$ cat src/rtl/cbb_pkg.sv
package cbb_pkg;
  typedef enum logic [1:0] {
    BAL_IDLE = 2'd0,
    BAL_A    = 2'd1,
    BAL_B    = 2'd2
  } bal_mode_e;
endpackage

$ cat src/rtl/cbb_decide.sv
module cbb_decide
  import cbb_pkg::*;
#(
  parameter int VW        = 12,
  parameter int START_THR = 40,
  parameter int STOP_THR  = 10
) (
  input  logic          clk_i,
  input  logic          rst_ni,
  input  logic          en_i,
  input  logic          smp_valid_i,
  input  logic [VW-1:0] cell_a_v_i,
  input  logic [VW-1:0] cell_b_v_i,
  output bal_mode_e     mode_o
);
  localparam int DW = VW + 1;
  localparam logic signed [DW-1:0] START_S = DW'(START_THR);
  localparam logic signed [DW-1:0] STOP_S  = DW'(STOP_THR);

  logic signed [DW-1:0] d_ab;
  bal_mode_e mode_q, mode_d;

  // signed A minus B, one extra bit so no wrap
  assign d_ab = $signed({1'b0, cell_a_v_i}) - $signed({1'b0, cell_b_v_i});

  always_comb begin
    mode_d = mode_q;
    if (smp_valid_i) begin
      unique case (mode_q)
        BAL_IDLE: begin
          if (d_ab > START_S)       mode_d = BAL_A;
          else if (d_ab < -START_S) mode_d = BAL_B;
        end
        BAL_A:   if (d_ab < STOP_S)  mode_d = BAL_IDLE;
        BAL_B:   if (d_ab > -STOP_S) mode_d = BAL_IDLE;
        default: mode_d = BAL_IDLE;
      endcase
    end
  end

  always_ff @(posedge clk_i or negedge rst_ni) begin
    if (!rst_ni)    mode_q <= BAL_IDLE;
    else if (!en_i) mode_q <= BAL_IDLE;
    else            mode_q <= mode_d;
  end

  assign mode_o = mode_q;
endmodule

$ cat src/rtl/cbb_pwm.sv
module cbb_pwm
  import cbb_pkg::*;
#(
  parameter int PWM_PERIOD = 8
) (
  input  logic      clk_i,
  input  logic      rst_ni,
  input  logic      en_i,
  input  bal_mode_e mode_i,
  output logic      gate_a_o,
  output logic      gate_b_o
);
  localparam int CW   = (PWM_PERIOD > 2) ? $clog2(PWM_PERIOD) : 1;
  localparam int HALF = PWM_PERIOD / 2;

  logic [CW-1:0] cnt_q;
  logic          hi_phase;

  // phase counter held at zero while idle so each run opens with the high half
  always_ff @(posedge clk_i or negedge rst_ni) begin
    if (!rst_ni)                             cnt_q <= '0;
    else if (!en_i || mode_i == BAL_IDLE)    cnt_q <= '0;
    else if (cnt_q == CW'(PWM_PERIOD - 1))   cnt_q <= '0;
    else                                     cnt_q <= cnt_q + 1'b1;
  end

  assign hi_phase = (cnt_q < CW'(HALF));
  assign gate_a_o = en_i && hi_phase && (mode_i == BAL_A);
  assign gate_b_o = en_i && hi_phase && (mode_i == BAL_B);
endmodule

$ cat src/rtl/cell_bleed_balancer.sv
module cell_bleed_balancer
  import cbb_pkg::*;
#(
  parameter int VW         = 12,
  parameter int START_THR  = 40,
  parameter int STOP_THR   = 10,
  parameter int PWM_PERIOD = 8
) (
  input  logic          clk_i,
  input  logic          rst_ni,
  input  logic          en_i,
  input  logic          smp_valid_i,
  input  logic [VW-1:0] cell_a_v_i,
  input  logic [VW-1:0] cell_b_v_i,
  output logic          bleed_a_o,
  output logic          bleed_b_o,
  output logic          active_o
);
  bal_mode_e mode;

  cbb_decide #(
    .VW(VW), .START_THR(START_THR), .STOP_THR(STOP_THR)
  ) u_decide (
    .clk_i(clk_i), .rst_ni(rst_ni), .en_i(en_i), .smp_valid_i(smp_valid_i),
    .cell_a_v_i(cell_a_v_i), .cell_b_v_i(cell_b_v_i), .mode_o(mode)
  );

  cbb_pwm #(
    .PWM_PERIOD(PWM_PERIOD)
  ) u_pwm (
    .clk_i(clk_i), .rst_ni(rst_ni), .en_i(en_i), .mode_i(mode),
    .gate_a_o(bleed_a_o), .gate_b_o(bleed_b_o)
  );

  assign active_o = (mode != BAL_IDLE);
endmodule

$ cat config.mk
export PLATFORM = sky130hd
export DESIGN_NAME = cell_bleed_balancer
export DESIGN_NICKNAME = d
export VERILOG_FILES = /design/src/rtl/cbb_pkg.sv /design/src/rtl/cbb_decide.sv /design/src/rtl/cbb_pwm.sv /design/src/rtl/cell_bleed_balancer.sv
export SDC_FILE = /design/constraint.sdc
export NUM_CORES = 1
export LEC_CHECK = 0
export BUFFER_PORTS_ARGS = -buffer_cell sky130_fd_sc_hd__buf_2
export CAP_MARGIN = 20
export CELL_PAD_IN_SITES_DETAIL_PLACEMENT = 0
export CELL_PAD_IN_SITES_GLOBAL_PLACEMENT = 1
export CORE_MARGIN = 3
export CORE_UTILIZATION = 39
export CTS_CLUSTER_DIAMETER = 40
export DETAILED_ROUTE_END_ITERATION = 10
export GPL_TIMING_DRIVEN = 0
export PLACE_DENSITY = 0.89
export SLEW_MARGIN = 40
export SYNTH_ARGS = -nofsm -noshare
export SYNTH_HDL_FRONTEND = slang
export SYNTH_SLANG_ARGS = --single-unit
$ cat constraint.sdc
create_clock -name clk_i -period 3.9 [get_ports clk_i]
set_clock_uncertainty 0.05 [all_clocks]
set_input_delay 0.585 -clock clk_i [delete_from_list [all_inputs] [get_ports clk_i]]
set_output_delay 0.585 -clock clk_i [all_outputs]
set_load 0.02 [all_outputs]
Yosys cells after proc, flatten, opt, wreduce, memory -nomap -nowiden
Cells that the tools add are included.
{ "classes": {"addsub": 2, "n_lt_le_gt_ge": 5, "n_eq_ne": 7, "n_mux": 9, "reduce_logical": 8} }
{ "ops": {"columns": ["operator", "count"], "rows": [
  ["$gt A13 B5 Y1 const B", 1],
  ["$gt A13 B7 Y1 const B", 1],
  ["$lt A13 B5 Y1 const B", 1],
  ["$lt A13 B7 Y1 const B", 1],
  ["$sub A12 B12 Y13", 1],
  ["$mux W2", 6],
  ["$mux W3", 2],
  ["$ne A3 B2 Y1 const B", 2],
  ["$pmux W2 S3", 1],
  ["$ne A4 B2 Y1 const B", 1],
  ["$reduce_and A4 Y1", 1],
  ["$add A3 B1 Y3 const B", 1],
  ["$eq A3 B3 Y1 const B", 1],
  ["$logic_and A1 B1 Y1", 3],
  ["$lt A3 B3 Y1 const B", 1],
  ["$eq A2 B1 Y1 const B", 1],
  ["$eq A2 B2 Y1 const B", 1],
  ["$logic_not A2 Y1", 1],
  ["$ne A2 B1 Y1 const B", 1],
  ["$reduce_bool A2 Y1", 1],
  ["$logic_not A1 Y1", 1],
  ["$logic_or A1 B1 Y1", 1]
]} }
{ "totals": {"register_bits": 5, "output_inout_bits": 3} }

Logic depth before layout (Yosys ltp)
Gate-level depths: netlist (run 1).
{ "logic_depth": {"ltp_word": 7, "depth_mapped": 11, "ltp_nobuf": 11} }

Modules after synthesis
From an unflattened synthesis (run 1), not the netlist that was laid out.
{ "unflattened": {"hier_cells": 155, "hier_area_um2": 1182.4} }
{ "modules_own_cells": {"columns": ["module", "instances", "cells_each", "area_each_um2", "seq_area_each_um2"], "rows": [
  ["cbb_decide", 1, 143, 1018.5, 50.0],
  ["cbb_pwm", 1, 11, 157.7, 75.1],
  ["cell_bleed_balancer", 1, 1, 6.3, 0.0]
]} }

Least setup slack after synthesis (run 1)
Ideal clock, no wire load.
{ "synth_timing": {"path_type": "input -> register", "start": "in cell_a_v_i[0]", "end": "reg u_decide.mode_q[0] (netlist: u_decide.mode_o[0])", "setup_time_ps": 128, "arrival_time_ps": 2879, "setup_slack_ps": 844, "path_stages": 11, "n_path_buf": 0, "cell_sequence": "inv_1 -> ha_1 -> fa_1 -> nor2b_1 -> o22a_1 -> xor2_1 -> a211oi_1 -> nand2_1 -> or4_4 -> nand3_1 -> mux2_1"} }
{ "synth_between": {"elab_chain_len": 6, "elab_cells_between_ends": 13, "cone_classes": "add/sub: 1; order compare: 4; eq/ne: 3; mux: 4; reduce/logical: 1"} }
{ "synth_rtl": {"columns": ["item", "line", "text"], "rows": [
  ["start: declaration", "cell_bleed_balancer.sv:13", "input logic [VW-1:0] cell_a_v_i,"],
  ["$sub A12 B12 Y13 (*)", "cbb_decide.sv:24", "assign d_ab = $signed({1'b0, cell_a_v_i}) - $signed({1'b0, cell_b_v_i});"],
  ["$gt A13 B7 Y1", "cbb_decide.sv:31", "if (d_ab > START_S) mode_d = BAL_A;"],
  ["$mux W2", "cbb_decide.sv:31", null],
  ["$pmux W2 S3", "cbb_decide.sv:29", "unique case (mode_q)"],
  ["$mux W2", "cbb_decide.sv:28", "if (smp_valid_i) begin"],
  ["$mux W2", "cbb_decide.sv:43", "else if (!en_i) mode_q <= BAL_IDLE;"],
  ["end signal: assignment", "cbb_decide.sv:44", "else mode_q <= mode_d;"],
  ["end: declaration", "cbb_decide.sv:21", "bal_mode_e mode_q, mode_d;"]
]} }
Every way passes the cells marked *; elsewhere a longest branch is shown, timed or not. The select of a mux whose other input is x is not followed.
A chain may end at the register's enable or synchronous reset.

Worst setup path after layout (run 1)
Same ends and word-level chain as after synthesis.

==> flow_summary.yaml, run 1 <==
clock_tree:
  post_cts_buffers: 0
  cts_resized: 0
  clockRootBuffer: "clkbuf_4"
  postCtsHoldBufs: 0
  htreeDepth: 1
  clock_sinks: 5
  cts_tree: "done"
  clk_latency_ps: 250
  cts_buffers: 3
  path_clk_slew_ps: 40
  cts_buffer_depth: 2
detailed_routing:
  ant_nets: 0
  drc: 0
  first_iter_violations: 29
  via_per_inst: 5.41
  drt_wl_total_um: 2410
  wire_per_inst_um: 11.8
  dr.pass1.iters: 4
  num_vias: 1109
finish:
  antenna_cells: 0
  n_fill_cell: 260
  nets: 219
  regArea_um2: 125
  multi_input_area_um2: 833
  final_cell_mix: "buf_2, inv_1, ha_1"
  syn_to_final_growth_pct: 20.7
  mostFrequentLayoutCell: "buf_2"
  drive_above_1_share_pct: 24.6
  design_area_mm2: 0.00125
power_and_ir_drop:
  cellLeakagePower_nw: 0.642
  peakVddDrop_uv: 153
  power_density_mw_per_mm2: 242
grt:
  grt_pass1_wl_um: 4060
  overflow: 0
  grt_use_total_pct: 14.9
  antenna_found_initial: 0
  grt_pass1_vias: 1015
  grt_max_degree: 8
placement:
  port_buffers: 30
  dp_hpwl_um: 2090
  dpl_cell_area_mm2: 0.00122
  place_congestion: 0.903
synthesis:
  ys_types: 45
  ys_ff_latch: 5
  ys_seq_area_share_pct: 12.1
  synth_top_flop_cell: "dfrtp_1"
  synth_fa_ha_area_share_pct: 18.9
  syn-cell-area_mm2: 0.00103
  synth_mux_area_share_pct: 1.09
  synth_xor_area_share_pct: 5.93
  synth_cells: 141
  avgSynthCellArea_um2: 7.33
  yosys.area_share.simple_pct: 30.3
  synth_top_family_by_area: "simple AND/OR/NAND/NOR gates"
  synth_compound_area_share_pct: 24.5
  synth_edf_count: 0
  synthArstFlopShare_pct: 100
  yosys_warnings: 0
  syn_nets: 184
critical_path:
  path_delay_family: "simple AND/OR/NAND/NOR gates"
  worstPathArrival_ps: 3170
  required_ps: 3980
  worstSetupPathType: "primary input to register"
  crit_path_start_kind: "primary input"
  max_stage_delay_ps: 520
  worst_path_max_delay_cell: "or4_4"
  crit_path_end_kind: "register"
  worstPathCellList: "buf_2, inv_1, ha_1, fa_1, nor2b_1, o22a_1, xor2_1, a211oi_1, nand2_1, or4_4, nand3_1, mux2_1"
  crit_buf_inv: 2
  cp_max_fo: 4
die:
  die_h_um: 57.5
  die_w_um: 57.5
  dieArea_mm2: 0.00330
  coreArea_mm2: 0.00250
  rows: 18
  initial_utilization_pct: 41.3
  pin_count: 31
sta:
  slew_violations: 0
  setup_tns_ps: 0
  fmaxAchievable_mhz: 324
  rsz0062_at_grt: "no"
  tightest_slew_ps: 522
  relSlewSlack_pct: 65.2
  finalHoldViolations: 0
  fin_crit_sh_pct: 79.2
  setup_viol: 0
  min_period_ps: 3090
min_path:
  hold_path_class: "primary input to asynchronous set/reset pin"
job:
  max_cap_viol_count: 0
status:
  status: "finished clean"
==> logic make-up (layout without fill, tap and decap cells) <==
group | count (synthesis) | in the layout
XOR/XNOR | 7 | 7
AND/OR/NAND/NOR | 59 | 59
buffers and inverters | 20 | 54
flip-flops | 5 | 5
AO/OA/AOI/OAI | 34 | 34
multiplexers | 1 | 1
adder cells (fa/ha/maj) | 15 | 15
==> metal layers <==
metal  vias to the layer above  wire length, um  track usage [%]  part of all wire, %
met1                       489             1090             18.8                   45
li1                        587                -                -                    -
met3                         3               83            0.679                  3.4
met2                        30             1210             26.1                   50
met5                         -                0                0                    0
met4                         0               34             6.29                  1.4
==> final timing paths <==
kind                                                      from                        endpoint  slack (ps)  cells past startpoint
max in group asynchronous                               rst_ni        u_pwm.cnt_q[1]$_DFF_PN0_        3580                      1
worst max-delay path                             cell_a_v_i[0]  u_decide.mode_o[0]$_DFFE_PN0P_         810                     12
worst min-delay path                                    rst_ni        u_pwm.cnt_q[2]$_DFF_PN0_          90                      1
worst max register to register  u_decide.mode_o[1]$_DFFE_PN0P_  u_decide.mode_o[0]$_DFFE_PN0P_        2340                      6
min in group clk_i                    u_pwm.cnt_q[0]$_DFF_PN0_        u_pwm.cnt_q[0]$_DFF_PN0_         390                      1
worst min register to register        u_pwm.cnt_q[0]$_DFF_PN0_        u_pwm.cnt_q[0]$_DFF_PN0_         390                      1
==> final cells by class <==
| cell class | count | share of cell area (%) |
|---|---|---|
| flip-flops and latches | 5 | 10.0 |
| well taps | 30 | 3.01 |
| multi-input cells | 116 | 66.8 |
| clock buffers | 4 | 2.11 |
| inverters | 20 | 6.02 |
| repair buffers | 30 | 12.0 |
==> worst reg2reg max path: stages, from the launching register on <==
cell and delay (ps):
dfrtp_1 410, inv_1 110, nand2_1 80, o21ai_0 180
o31a_2 180, nand3_1 110, mux2_1 330
==> where the power goes <==
part	internal, mW	switching (mW)
clock network	0.0389	0.0239
registers	0.0570	0.00411
logic	0.0767	0.102
total	0.173	0.130
==> stage by stage <==
stage | std cells | setup WS [ps] | utilization, % | total power [mW] | hold WS, ps
after floorplan | 141 | 844 | - | 0.194 | 239
after global placement | 201 | 618 | 48.8 | 0.233 | 348
after detailed placement | 201 | 555 | 48.8 | 0.239 | 356
after CTS | 205 | 814 | 49.9 | 0.303 | 88.9
after global routing | 205 | 567 | 49.9 | 0.328 | 96.2
final | 205 | 812 | 49.9 | 0.302 | 87.6
==> flip-flops by register name, summed over array words and instances, names as in the netlist <==
register / count
u_decide.mode_o: 2
u_pwm.cnt_q: 3
==> synthesized netlist by cell type (3+ instances only) <==
cell type  number  area, um^2
nor4_1          5        31.3
nor2b_1         3        18.8
nor2_1         11        41.3
ha_1           14         175
nand3_1         5        25.0
o21ai_0         4        20.0
xnor2_1         4        35.0
dfrtp_1         5         125
nand2_1        12        45.0
inv_1          20        75.1
xor2_1          3        26.3
a21oi_1         6        30.0
nand4_1         4        25.0
nor3_1          4        20.0
No activity file was read; power rests on OpenSTA's default activity.
==> run 2, diff against run 1 <==
- ABC_AREA: not set -> 1
- CORE_UTILIZATION: 39 -> 35
- PLACE_DENSITY: 0.89 -> 0.84
- clock period: 3.9 -> 2.96 ns (I/O delays scaled with it)
==> run 2 against run 1 <==
Effect of this change: sequential power increased by 43%; largest cell class unchanged; critical path type unchanged; utilization fell by 4.3 points; count of clock-buffer cells in the layout did not move; critical endpoint unchanged; power is 76% higher; cell area increased by 29%; flip-flop and latch count unchanged.
==> flow_summary.yaml, run 2 <==
grt:
  grt_use_total_pct: 13.6
  grt_pass1_wl_um: 5060
  antenna_found_initial: 0
  grt_pass1_vias: 1299
  overflow: 0
  grt_max_degree: 7
synthesis:
  yosysTopAreaCell: "nand2_1"
  synth_cells: 257
  yosysMostFrequentCell: "nand2_1"
  synth_top_flop_cell: "dfrtp_1"
  synth_area_leaders: "nand2_1, inv_1, ha_1"
  yosys_warnings: 0
  ys_types: 19
  syn_nets: 300
  avgSynthCellArea_um2: 5.23
  synthArstFlopShare_pct: 100
  synth_top_area_share_pct: 24.9
  syn-cell-area_mm2: 0.00134
  ys_seq_area_share_pct: 9.31
  ys_ff_latch: 5
  synth_edf_count: 0
  synth_commonest_cells: "nand2_1, inv_1, nand3_1, nor2_1, ha_1"
finish:
  syn_to_final_growth_pct: 19.6
  antenna_cells: 0
  largest_register_ff_count: 3
  drive_above_1_share_pct: 20.2
  final_cell_mix: "nand2_1, inv_1, buf_2"
  top_register: "u_pwm.cnt_q"
  post-route-util_pct: 45.6
  layoutNonFillerInstCount: 338
  mostFrequentLayoutCell: "nand2_1"
  nets: 336
critical_path:
  cp_max_fo: 5
  crit_path_start_kind: "primary input"
  required_ps: 3010
  r2r_cells: 8
  max_stage_delay_ps: 420
  crit_buf_inv: 4
  worstPathCellList: "buf_2, inv_1, ha_1, fa_1, inv_1, nand3_1, nand2_2, nand2_1, nand2_1, nand2_1, nand2_2, inv_2, nor2_2, nand3_1, nor2_1, nor2_1, nor2_1, nor2_1, nand3_1, nand2_1"
  path_delay_family: "simple AND/OR/NAND/NOR gates"
  crit_path_end_kind: "register"
  worstSetupPathType: "primary input to register"
  path_depth: 20
  worstPathArrival_ps: 2530
  worst_path_max_delay_cell: "fa_1"
placement:
  place_ws_ps: 234
  port_buffers: 30
  dp_hpwl_um: 2640
  place_congestion: 0.766
  place_inst: 333
die:
  die_h_um: 68.0
  pin_count: 31
  rows: 21
  dieArea_mm2: 0.00462
  initial_utilization_pct: 38.2
  coreArea_mm2: 0.00352
  die_w_um: 68.0
clock_tree:
  path_clk_slew_ps: 30
  clock_sinks: 5
  cts_tree: "done"
  clockRootBuffer: "clkbuf_8"
  cts_buffer_depth: 2
  htreeDepth: 1
  clk_latency_ps: 220
  cts_buffers: 3
sta:
  setup_viol: 0
  relSlewSlack_pct: 82.8
  slew_violations: 0
  setup_slack_ps: 486
  fmaxAchievable_mhz: 404
  setup_tns_ps: 0
  fin_crit_sh_pct: 83.6
  finalHoldViolations: 0
  tightest_slew_ps: 258
  rsz0062_at_grt: "no"
  min_period_ps: 2470
power_and_ir_drop:
  cellLeakagePower_nw: 1.03
  peakVddDrop_uv: 357
  power_density_mw_per_mm2: 332
detailed_routing:
  wire_per_inst_um: 8.66
  ant_nets: 0
  via_per_inst: 4.44
  dr.pass1.iters: 4
  drt_wl_total_um: 2930
  num_vias: 1502
  drc: 0
  first_iter_violations: 58
job:
  max_cap_viol_count: 0
status:
  status: "finished clean"
min_path:
  hold_path_class: "register to register"
  min_path_cells: 1
==> run 2: cell count changes in the layout (fill, tap and decap cells not counted), moves of 4 or more <==
cell     before  now
inv_1        20   50
inv_2         0    8
nand2_1      12   89
nand2_2       0   11
nand3_1       5   27
nor2_1       11   24
nor4_1        5    1
o21ai_0       4    0
==> run 2: kinds of logic after synthesis <==
| kind of cell | after synthesis | synth area share (%) |
|---|---|---|
| DFF | 5 | 9.31 |
| and+or+nand+nor | 172 | 57.1 |
| AOI/OAI and AO/OA | 6 | 2.23 |
| buffers and inverters | 58 | 16.2 |
| adders and majority gates | 15 | 14.5 |
| xor gates and xnor gates | 1 | 0.652 |
==> run 2: final timing paths <==
kind,start,slack [ps],to
min reg2reg,u_pwm.cnt_q[0]$_DFF_PN0_,380,u_pwm.cnt_q[0]$_DFF_PN0_
min,u_pwm.cnt_q[0]$_DFF_PN0_,380,u_pwm.cnt_q[0]$_DFF_PN0_
min in group asynchronous,rst_ni,520,u_pwm.cnt_q[0]$_DFF_PN0_
max reg2reg,u_decide.mode_o[0]$_DFFE_PN0P_,1680,u_decide.mode_o[0]$_DFFE_PN0P_
max,cell_a_v_i[0],490,u_decide.mode_o[0]$_DFFE_PN0P_
max in group asynchronous,rst_ni,2220,u_decide.mode_o[1]$_DFFE_PN0P_
==> run 2: power breakdown <==
| part | internal (mW) | total, mW | switching (mW) |
|---|---|---|---|
| registers | 0.0788 | 0.0873 | 0.00848 |
| clock network | 0.0922 | 0.123 | 0.0307 |
| logic | 0.117 | 0.323 | 0.207 |
==> run 2: routing by layer <==
metal	vias up	routed length [um]	GRT usage (%)
met5	-	0	0
met4	0	23	2.98
met3	2	95	0.493
met2	25	1260	23.3
met1	615	1550	18.7
li1	860	-	-
==> run 2: final cells by class <==
| type | instances | area [um^2] |
|---|---|---|
| Multi-Input combinational cell | 194 | 1000 |
| Fill cell | 420 | 1910 |
| Inverter | 58 | 218 |
| Timing Repair Buffer | 31 | 160 |
| Clock buffer | 4 | 45.0 |
| Tap cell | 46 | 57.6 |
| Sequential cell | 5 | 125 |
==> run 2: stage by stage <==
step	hold slack [ps]	area (um^2)	power, mW
floorplan	98.4	1340	0.335
global placement	210	1550	0.411
detailed placement	211	1550	0.412
CTS	387	1610	0.542
global route	407	1610	0.597
finish	382	1610	0.533
==> run 2: repair_timing <==
| action | CTS | global route |
|---|---|---|
| resized for setup | 0 | 0 |
| buffers inserted | 0 | 0 |
| hold buffers | 1 | 0 |
| hold endpoints to repair | 5 | 0 |
